--- src/rtl/ddr_burst_sram_pkg.sv ---
package ddr_burst_sram_pkg;

  // Per-edge strobes from the control to the datapath.
  typedef struct packed {
    logic       posEdge;   // this fast edge is a true-clock rise
    logic       beatEn;    // a data beat happens on this edge
    logic       beatRead;  // beat belongs to a read burst
    logic [1:0] beatOff;   // word offset inside the aligned group
    logic       commit;    // first beat of a write: flush holding register
  } beatStrb_t;

endpackage

--- src/rtl/ddr_burst_ctrl.sv ---
module ddr_burst_ctrl
  import ddr_burst_sram_pkg::*;
#(
  parameter int AW = 6
) (
  input  logic          clk,
  input  logic          rstN,
  input  logic          loadN,
  input  logic          rdWrN,
  input  logic [AW-1:0] addr,
  output beatStrb_t     strb,
  output logic [AW-3:0] beatRow,
  output logic          echoClk
);

  localparam int RW = AW - 2;

  logic          negNext;   // 1: the coming edge is a complemented-clock rise
  logic          cmdV;
  logic          cmdRd;
  logic [AW-1:0] cmdAddr;
  logic          actV;
  logic          actRd;
  logic [AW-1:0] actAddr;
  logic [1:0]    actIdx;

  logic accept;
  logic launch;

  assign accept = !negNext && !loadN && !cmdV;
  assign launch = !negNext && cmdV;

  always_comb begin
    strb         = '0;
    beatRow      = '0;
    strb.posEdge = !negNext;
    if (launch) begin
      strb.beatEn   = 1'b1;
      strb.beatRead = cmdRd;
      strb.beatOff  = cmdAddr[1:0];
      strb.commit   = !cmdRd;
      beatRow       = cmdAddr[AW-1:2];
    end else if (actV) begin
      strb.beatEn   = 1'b1;
      strb.beatRead = actRd;
      strb.beatOff  = actAddr[1:0] + actIdx;
      beatRow       = actAddr[AW-1:2];
    end
  end

  always_ff @(posedge clk) begin
    if (!rstN) begin
      negNext <= 1'b0;
      cmdV    <= 1'b0;
      cmdRd   <= 1'b0;
      cmdAddr <= '0;
      actV    <= 1'b0;
      actRd   <= 1'b0;
      actAddr <= '0;
      actIdx  <= '0;
    end else begin
      negNext <= !negNext;
      if (launch) begin
        cmdV    <= 1'b0;
        actV    <= 1'b1;
        actRd   <= cmdRd;
        actAddr <= cmdAddr;
        actIdx  <= 2'd1;
      end else if (actV) begin
        actIdx <= actIdx + 2'd1;
        if (actIdx == 2'd3) actV <= 1'b0;
      end
      if (accept) begin
        cmdV    <= 1'b1;
        cmdRd   <= rdWrN;
        cmdAddr <= addr;
      end
    end
  end

  assign echoClk = negNext;

  logic unusedRw;
  assign unusedRw = ^RW;

endmodule

--- src/rtl/ddr_burst_dpath.sv ---
module ddr_burst_dpath
  import ddr_burst_sram_pkg::*;
#(
  parameter int DW = 18,
  parameter int AW = 6,
  parameter int BW = 2
) (
  input  logic          clk,
  input  logic          rstN,
  input  beatStrb_t     strb,
  input  logic [AW-3:0] beatRow,
  input  logic [BW-1:0] byteWrN,
  input  logic [DW-1:0] dIn,
  output logic [DW-1:0] qOut,
  output logic          qOe
);

  localparam int ROWS  = 2 ** (AW - 2);
  localparam int BYTEW = DW / BW;

  logic [DW-1:0] memArr   [ROWS][4];
  logic [DW-1:0] heldData [4];
  logic [BW-1:0] heldMask [4];
  logic [AW-3:0] heldRow;
  logic [DW-1:0] rdWord;
  logic          wrBeat;

  assign wrBeat = strb.beatEn && !strb.beatRead;

  // Coherent read word: held bytes override the array.
  always_comb begin
    rdWord = memArr[beatRow][strb.beatOff];
    for (int b = 0; b < BW; b++) begin
      if (heldRow == beatRow && heldMask[strb.beatOff][b])
        rdWord[b*BYTEW +: BYTEW] = heldData[strb.beatOff][b*BYTEW +: BYTEW];
    end
  end

  // Array: committed from the holding register at the next write.
  always_ff @(posedge clk) begin
    if (rstN && wrBeat && strb.commit) begin
      for (int o = 0; o < 4; o++) begin
        for (int b = 0; b < BW; b++) begin
          if (heldMask[o][b])
            memArr[heldRow][o][b*BYTEW +: BYTEW] <= heldData[o][b*BYTEW +: BYTEW];
        end
      end
    end
  end

  // Holding register data (no reset needed: qualified by the mask).
  always_ff @(posedge clk) begin
    if (wrBeat) begin
      for (int b = 0; b < BW; b++) begin
        if (!byteWrN[b])
          heldData[strb.beatOff][b*BYTEW +: BYTEW] <= dIn[b*BYTEW +: BYTEW];
      end
    end
  end

  always_ff @(posedge clk) begin
    if (!rstN) begin
      for (int o = 0; o < 4; o++) heldMask[o] <= '0;
      heldRow <= '0;
    end else if (wrBeat) begin
      if (strb.commit) begin
        for (int o = 0; o < 4; o++) heldMask[o] <= '0;
        heldRow <= beatRow;
      end
      heldMask[strb.beatOff] <= ~byteWrN;
    end
  end

  // Output register and enable.
  always_ff @(posedge clk) begin
    if (!rstN) begin
      qOut <= '0;
      qOe  <= 1'b0;
    end else if (strb.beatEn && strb.beatRead) begin
      qOut <= rdWord;
      qOe  <= 1'b1;
    end else if (strb.posEdge) begin
      qOut <= '0;
      qOe  <= 1'b0;
    end
  end

endmodule

--- src/rtl/ddr_burst_sram.sv ---
module ddr_burst_sram
  import ddr_burst_sram_pkg::*;
#(
  parameter int DW = 18,
  parameter int AW = 6,
  parameter int BW = 2
) (
  input  logic          clk,
  input  logic          rstN,
  input  logic          loadN,
  input  logic          rdWrN,
  input  logic [AW-1:0] addr,
  input  logic [BW-1:0] byteWrN,
  input  logic [DW-1:0] dIn,
  output logic [DW-1:0] qOut,
  output logic          qOe,
  output logic          echoClk
);

  beatStrb_t     strb;
  logic [AW-3:0] beatRow;

  ddr_burst_ctrl #(.AW(AW)) i_ctrl (
    .clk     (clk),
    .rstN    (rstN),
    .loadN   (loadN),
    .rdWrN   (rdWrN),
    .addr    (addr),
    .strb    (strb),
    .beatRow (beatRow),
    .echoClk (echoClk)
  );

  ddr_burst_dpath #(.DW(DW), .AW(AW), .BW(BW)) i_dpath (
    .clk     (clk),
    .rstN    (rstN),
    .strb    (strb),
    .beatRow (beatRow),
    .byteWrN (byteWrN),
    .dIn     (dIn),
    .qOut    (qOut),
    .qOe     (qOe)
  );

endmodule

--- config.mk ---
export PLATFORM = sky130hd
export DESIGN_NAME = ddr_burst_sram
export DESIGN_NICKNAME = d
export VERILOG_FILES = /design/src/rtl/ddr_burst_sram_pkg.sv /design/src/rtl/ddr_burst_ctrl.sv /design/src/rtl/ddr_burst_dpath.sv /design/src/rtl/ddr_burst_sram.sv
export SDC_FILE = /design/constraint.sdc
export NUM_CORES = 1
export LEC_CHECK = 0
export BUFFER_PORTS_ARGS = -buffer_cell sky130_fd_sc_hd__buf_2
export CAP_MARGIN = 30
export CELL_PAD_IN_SITES_DETAIL_PLACEMENT = 0
export CELL_PAD_IN_SITES_GLOBAL_PLACEMENT = 2
export CORE_MARGIN = 3
export CORE_UTILIZATION = 40
export DETAILED_ROUTE_END_ITERATION = 7
export MAX_ROUTING_LAYER = met4
export PLACE_DENSITY = 0.7
export SLEW_MARGIN = 40
export SYNTH_ARGS = -nofsm -noshare
export SYNTH_HDL_FRONTEND = slang
export SYNTH_SLANG_ARGS = --single-unit
export TNS_END_PERCENT = 30
--- constraint.sdc ---
create_clock -name clk -period 5.3 [get_ports clk]
set_input_delay 0 -clock clk [delete_from_list [all_inputs] [get_ports clk]]
set_output_delay 0 -clock clk [all_outputs]
set_load 0.005 [all_outputs]
==> impl_results.md, run 1 <==
- Status: finished clean
- Die Wd: approximately 370 um
- Most used cell, CP: buf_12
- Clk root buf: clkbuf_16
- Number of global-route vias before repair: ~29,000
- First-pass GRT wire length: around 220,000 um
- Final Hold Viols: 0
- DRT met1 WL: about 65,000 um
- Starting Density: between 40% and 50%
- Switch share: a little over 20%
- Setup violators final: 0
- Setup Crit Path Kind: flop to flop
- Fin crit share: 76.5%
- Hpwl dp: ~100,000 um
- Mapped Nets: 3,244
- P_int: between 0.015 and 0.02 W
- Gr ovfl total: 0
- Fmax: between 0.2 and 0.25 GHz
- Routed wire per std cell: between 20 and 30 um
- Initial antenna violation count: 16
- Slowest cell on crit path: mux4_2
- Period minus WS final: 4.05 ns
- Max Cap Violations: 0
- HP Class: primary input to flop
- Comb pwr share: under 10%
- Mapped Area: 52,100 um2
- DR vias: slightly below 30,000
- Core Box Area: 129,000 um2
- Worst Tran Pin Value: approximately 0.96 ns
- GPL Wtd Cong: between 0.9 and 1
- Wire length on met3: between 10,000 and 15,000 um
- Slew HR: between 30 and 40%
- Layout cells sized above 1: 17.0%
- Synth warn: 0
- Maximum fanout along the worst path: around 70
- Register area share after synthesis: 72.6%
- Wirelength, routed: around 150,000 um
- CTS buffer count: roughly 140
- Fillcell total: 11,100
- Layout area overhead: 13.7%
- Leakage: 21.3 nW
- Finished layout cell area: between 50,000 and 60,000 um2
- DR top layer: met4
- Seq pwr share: roughly 54%
- DR vias/cell: approximately 5.8
- Distinct cells, synth: between 40 and 50
- Chip height: ~370 um
- Total power: between 0.02 and 0.025 W
- Nets@finish: approximately 3,300
- Total track usage: between 20 and 25%
- Max incr delay on CP: ~0.52 ns
- Library cell with the largest summed area after synthesis: edfxtp_1
- VDD IR max: 314 uV
- Slew Viols, Final: 0
- Clock Latency Late Sink: 0.75 ns
- Final TNS setup: 0 ns
- Remaining routing DRC violations: 0
- Skew final: ~0.028 ns
- Synth top area cells: edfxtp_1, mux2i_1, o211ai_1, mux4_2, dfxtp_1
- Post-Syn Instances: about 3,200
- Clk network pwr share: 44.3%
- Final worst slack: 1.25 ns
- Row count: between 100 and 150
- I/O pins: 50
- Clock Sink Count: about 1,300
- Crit-path cells: nor2b_4 > o21a_4 > buf_12 > buf_12 > buf_4 > mux2i_1 > mux4_2 > a22oi_1 > nand2_1 > o21ai_1
- I/O Buffers: 49
- Sw Pwr: between 0.004 and 0.005 W
- # resized after CTS: 0
- Number of iterations in the first detailed-routing pass: 6
- Mean Syn Cell Area: between 15 and 20 um2
- Worst-path clk slew: approximately 0.06 ns
- Pre-CTS setup slack: ~1.3 ns
- Power density over the cells: 345 nW/um2
- CTS max path bufs: 3
- Die Footprint: approximately 130,000 um2
- Critical Path RT: a little under 6 ns
- Post-DP Area: between 50,000 and 60,000 um2
- Worst Setup End Kind: flop
- CTS H-tree lvls: 4
- Worst Path Arrival: 4.72 ns
- Iter 0 DRT Violations: between 3,000 and 4,000
- Wire length on met2: roughly 70,000 um
- RSZ-0062 raised after global routing: no
- Startpoint types: flop
- Pin count of the biggest net entering global routing: 170
- Antenna-violating nets left: 0
- Top-area cell type share of the netlist area: 70.9%
- Synthesis-stage register bit count: between 1,000 and 1,500
- CTS tree: built
## routing by layer
metal | GRT usage [%] | vias to the layer above
met4 | 6.66 | 0
li1 | - | 12800
met2 | 34.0 | 1336
met3 | 4.67 | 229
met1 | 32.0 | 15500
met5 | - | -
## synthesized netlist by cell type (all sizes together)
| library cell | count |
|---|---|
| nand3 | 6 |
| a22oi | 36 |
| buf | 107 |
| dfxtp | 42 |
| nor3 | 1 |
| mux2 | 36 |
| a2111oi | 36 |
| nand4bb | 1 |
| nand4 | 20 |
| or4b | 1 |
| xor2 | 1 |
| mux4 | 90 |
| nor4 | 1 |
| nand2 | 91 |
| nor2b | 15 |
| nand3b | 5 |
| a21boi | 10 |
| nand4b | 4 |
| a31oi | 3 |
| nand2b | 3 |
| o31ai | 3 |
| and2 | 3 |
| xnor2 | 4 |
| xnor3 | 1 |
| and3b | 3 |
| inv | 222 |
| clkbuf | 120 |
| o21a | 2 |
| or2 | 3 |
| o211ai | 432 |
| a21oi | 112 |
| ha | 2 |
| edfxtp | 1232 |
| o31a | 3 |
| and3 | 1 |
| nor2 | 157 |
| o21ai | 29 |
| mux2i | 374 |
## cell families after synthesis
family                   after synthesis  share of synthesized area (%)
AND/OR/NAND/NOR                      315                           2.66
multiplexers                         500                           11.8
AO/OA/AOI/OAI                        666                           9.02
buffers and inverters                449                           3.74
XOR/XNOR                               6                          0.127
flip-flops                          1274                           72.6
adder cells (fa/ha/maj)                2                         0.0480
## stage by stage
stage | std cells | util [%] | hold slack [ns]
after floorplan | 3212 | - | 0.0989
after global placement | 4834 | 42.1 | 0.278
after detailed placement | 4836 | 42.4 | 0.273
after CTS | 5124 | 46.0 | 0.0401
after global routing | 5128 | 46.1 | 0.0727
final | 5130 | 46.1 | 0.0832
## area by class of cell
cell class	instances	area, um2	area share, %
clock buffers	164	3590	6.06
flip-flops and latches	1274	37800	63.8
repair buffers	169	1430	2.40
inverters	222	833	1.41
clock inverters	80	656	1.11
multi-input cells	1489	12800	21.5
well taps	1729	2160	3.65
diodes	3	7.51	0.0127
## placed cells by master, fill, tap and decap left out, types with 5 or more instances in the layout
cell / instances
edfxtp_1: 1232
o211ai_1: 432
mux2i_1: 374
inv_1: 222
clkbuf_16: 139
nor2_2: 110
a21oi_1: 110
mux4_2: 90
nand2_1: 80
buf_4: 61
buf_2: 49
dlygate4sd3_1: 44
nor2_1: 43
dfxtp_1: 42
clkinv_1: 37
a22oi_1: 36
mux2_2: 36
a2111oi_0: 36
clkbuf_1: 23
nand4_1: 20
o21ai_1: 18
clkinv_2: 18
nor2b_1: 14
o21ai_0: 11
buf_12: 11
nand2_2: 10
a21boi_0: 10
bufinv_16: 8
clkinvlp_4: 6
nand3b_1: 5
nand3_1: 5
inv_6: 5
## worst paths after layout
kind / cells past startpoint / startpoint / slack (ns) / to
worst max register to register: 10 / i_ctrl.cmdV / 1.25 / i_dpath.qOut[17]
worst min-delay path: 2 / dIn[11] / 0.08 / i_dpath.heldData[3][11]
worst min register to register: 2 / i_ctrl.actAddr[4] / 0.47 / i_ctrl.actAddr[4]
worst max-delay path: 10 / i_ctrl.cmdV / 1.25 / i_dpath.qOut[17]
## flip-flops by register name, indices dropped and copies added, names as in the netlist, 2 cells and up
name,count
i_dpath.memArr,1152
i_dpath.heldData,72
i_dpath.qOut,18
i_dpath.heldMask,8
i_ctrl.actAddr,6
i_ctrl.cmdAddr,6
i_dpath.heldRow,4
i_ctrl.actIdx,2
## worst max-delay path: cells and delay by family (launching register included)
kind / cells / cell delay [ns]
AO/OA/AOI/OAI: 3 / 1.04
AND/OR/NAND/NOR: 2 / 0.52
flip-flops: 1 / 0.50
buffers and inverters: 3 / 1.19
multiplexers: 2 / 0.65
## power groups by stage
stage               Clock [W]  Sequential [W]  Combinational, W
global route          0.00964          0.0110          0.000440
CTS                   0.00924          0.0110          0.000413
floorplan                   0          0.0112          0.000234
finish                0.00907          0.0110          0.000422
global placement            0          0.0112          0.000372
detailed placement          0          0.0112          0.000382
## what timing repair did
item | 4_1_cts | 5_1_grt
setup buffers | 0 | 0
endpoints found under the hold margin | 164 | 0
hold buffers | 44 | 0
Power figures use the tool's default switching activity.
==> inputs of run 2 (changes only) <==
==> constraint.sdc (replaced) <==
create_clock -name clk -period 4.2 [get_ports clk]
set_input_delay 0 -clock clk [delete_from_list [all_inputs] [get_ports clk]]
set_output_delay 0 -clock clk [all_outputs]
set_load 0.005 [all_outputs]
==> impl_results.md, run 2 (synthesis gave the netlist of run 1 again) <==
- Pre-CTS setup slack: 0.569 ns (-0.696 ns)
- Number of iterations in the first detailed-routing pass: 6 (unchanged)
- R2R cell count: 11 (+1)
- Hold Startpoint: dIn[12]
- CTS tree: built
- Max Cap Violations: 0 (unchanged)
- Startpoint types: flop
- Clk root buf: clkbuf_16
- Core Box Area: 129,000 um2 (unchanged)
- Total power: 0.0263 W (+29%)
- Largest Register: i_dpath.memArr
- I/O Buffers: 49 (unchanged)
- VDD IR max: 354 uV (+13%)
- Fin crit share: 88.7% (+12 points)
- RR Endpoint: i_dpath.qOut[17]
- Worst-case hold slack: 0.0696 ns (-0.0136 ns)
- Slew HR: 37.0% (+0.82 points)
- Die Footprint: 135,000 um2 (unchanged)
- Hold Crit Endpoint: i_dpath.heldData[1][12]
- DR vias/cell: 5.75 (-1.2%)
- Power density over the cells: 437 nW/um2 (+27%)
- Layout area overhead: 15.4%
- Starting Density: 40.6% (unchanged)
- Nets@finish: 3,431 (+3.3%)
- Wirelength, routed: 153,000 um (+0.93%)
- Worst Path Arrival: 4.42 ns (-0.30 ns)
- Final worst slack: 0.473 ns (-0.774 ns)
- Max reg flops: 1,152 (unchanged)
- Largest regs: i_dpath.memArr (1152), i_dpath.heldData (72), i_dpath.qOut (18)
- Pin count of the biggest net entering global routing: 114 (-33%)
- Clock Latency Late Sink: 0.76 ns (about the same)
- Total track usage: 23.2% (+0.32 points)
- CTS buffer count: 136 (+0.74%)
- Worst-path clk slew: 0.06 ns (about the same)
- Setup violators final: 0 (unchanged)
- Slew Viols, Final: 0 (unchanged)
- Skew final: 0.0281 ns (+0.000170 ns)
- Final Hold Viols: 0 (unchanged)
- Clock Sink Count: 1,274 (unchanged)
- GPL Wtd Cong: 0.964 (+0.51%)
- Worst R2R Start: i_ctrl.cmdV
- Post-DP Area: 55,200 um2 (+1.3%)
- Status: finished clean
- Gr ovfl total: 0 (unchanged)
- DR vias: 30,100 (+0.91%)
- HP Class: primary input to flop
- Commonest cells after routing, fill and taps aside: edfxtp_1, o211ai_1, mux2i_1
- First-pass GRT wire length: 218,000 um (+1.4%)
- Critical Path RT: 4.89 ns (-1.08 ns)
- R2R setup slack: 0.47 ns (-0.77 ns)
- CTS H-tree lvls: 4 (unchanged)
- Initial antenna violation count: 12 (-4)
- Maximum fanout along the worst path: 113 (+64%)
- Fmax: 0.268 GHz (+8.7%)
- Row count: 131 (unchanged)
- Period minus WS final: 3.73 ns (-0.326 ns)
- Worst Setup End Kind: flop
- Leakage: 22.0 nW (+3.4%)
- Layout cells sized above 1: 16.8% (-0.21 points)
- RSZ-0062 raised after global routing: no
- Commonest non-fill, non-tap cell in the layout: edfxtp_1
- CTS max path bufs: 3 (unchanged)
- Hpwl dp: 103,000 um (+3.0%)
- # resized after CTS: 0 (unchanged)
- Final TNS setup: 0 ns (unchanged)
- CP startpoint: i_ctrl.cmdV
- Setup Crit Path Kind: flop to flop
- Remaining routing DRC violations: 0 (unchanged)
- Finished layout cell area: 60,200 um2 (+1.5%)
- Worst Tran Pin Value: 0.922 ns (-0.0362 ns)
- Antenna-violating nets left: 0 (unchanged)
- Fillcell total: 11,000 (-0.50%)
- Chip height: 367 um (unchanged)
- Number of global-route vias before repair: 29,500 (+1.7%)
- Routed wire per std cell: 29.2 um (-1.2%)
- Iter 0 DRT Violations: 3,279 (-2.8%)
- I/O pins: 50 (unchanged)
- Hold path cells: 2 (unchanged)
- Die Wd: 367 um (unchanged)
## run 2: how the worst max path moves through the flow
stage	endpoint	cells past startpoint	slack (ns)
after floorplan	i_dpath.memArr[15][63]	8	1.71
after global placement	i_dpath.qOut[12]	7	0.34
after detailed placement	i_dpath.qOut[10]	11	0.57
after CTS	i_dpath.qOut[10]	11	0.54
after global routing	i_dpath.qOut[17]	11	0.31
final	i_dpath.qOut[17]	11	0.47
## run 2: layout make-up
class                           count  area [um2]  share of cell area, %
Multi-Input combinational cell   1489       12500                   20.8
Clock inverter                     68         758                   1.26
Sequential cell                  1274       37800                   62.9
Tap cell                         1729        2160                   3.59
Timing Repair Buffer              276        2410                   4.00
Clock buffer                      177        3660                   6.09
Inverter                          222         833                   1.38
Antenna cell                        3        7.51                 0.0125
## run 2: what timing repair did
item | in CTS | in global routing
buffers inserted | 0 | 0
hold buffers | 49 | 0
endpoints found under the hold margin | 176 | 0
## run 2: metrics by stage
step	utilization, %	instances
final	46.8	5238
after global routing	46.8	5237
after CTS	46.8	5230
after detailed placement	42.9	4936
after global placement	42.9	4936
after floorplan	-	3212
## run 2: layer usage
metal / GRT usage [%] / wire [um]
met5: - / 0
met3: 4.58 / 12400
met4: 8.03 / 5400
met2: 34.6 / 69500
met1: 32.0 / 65500
## run 2: power breakdown
| group | switching (W) | internal (W) | total, W |
|---|---|---|---|
| Clock | 0.00482 | 0.00708 | 0.0119 |
| Sequential | 0.0000707 | 0.0138 | 0.0139 |
| Combinational | 0.000335 | 0.000202 | 0.000537 |
## run 2: worst max-delay path, stage by stage, from the launching register on
cell       delay, ns
dfxtp_1         0.52
nor2b_4         0.37
buf_12          0.48
o31ai_4         0.23
buf_12          0.23
buf_12          0.18
buf_4           0.22
o211ai_1        0.12
a21oi_1         0.12
a2111oi_0       0.83
nand4_1         0.17
o21ai_1         0.15
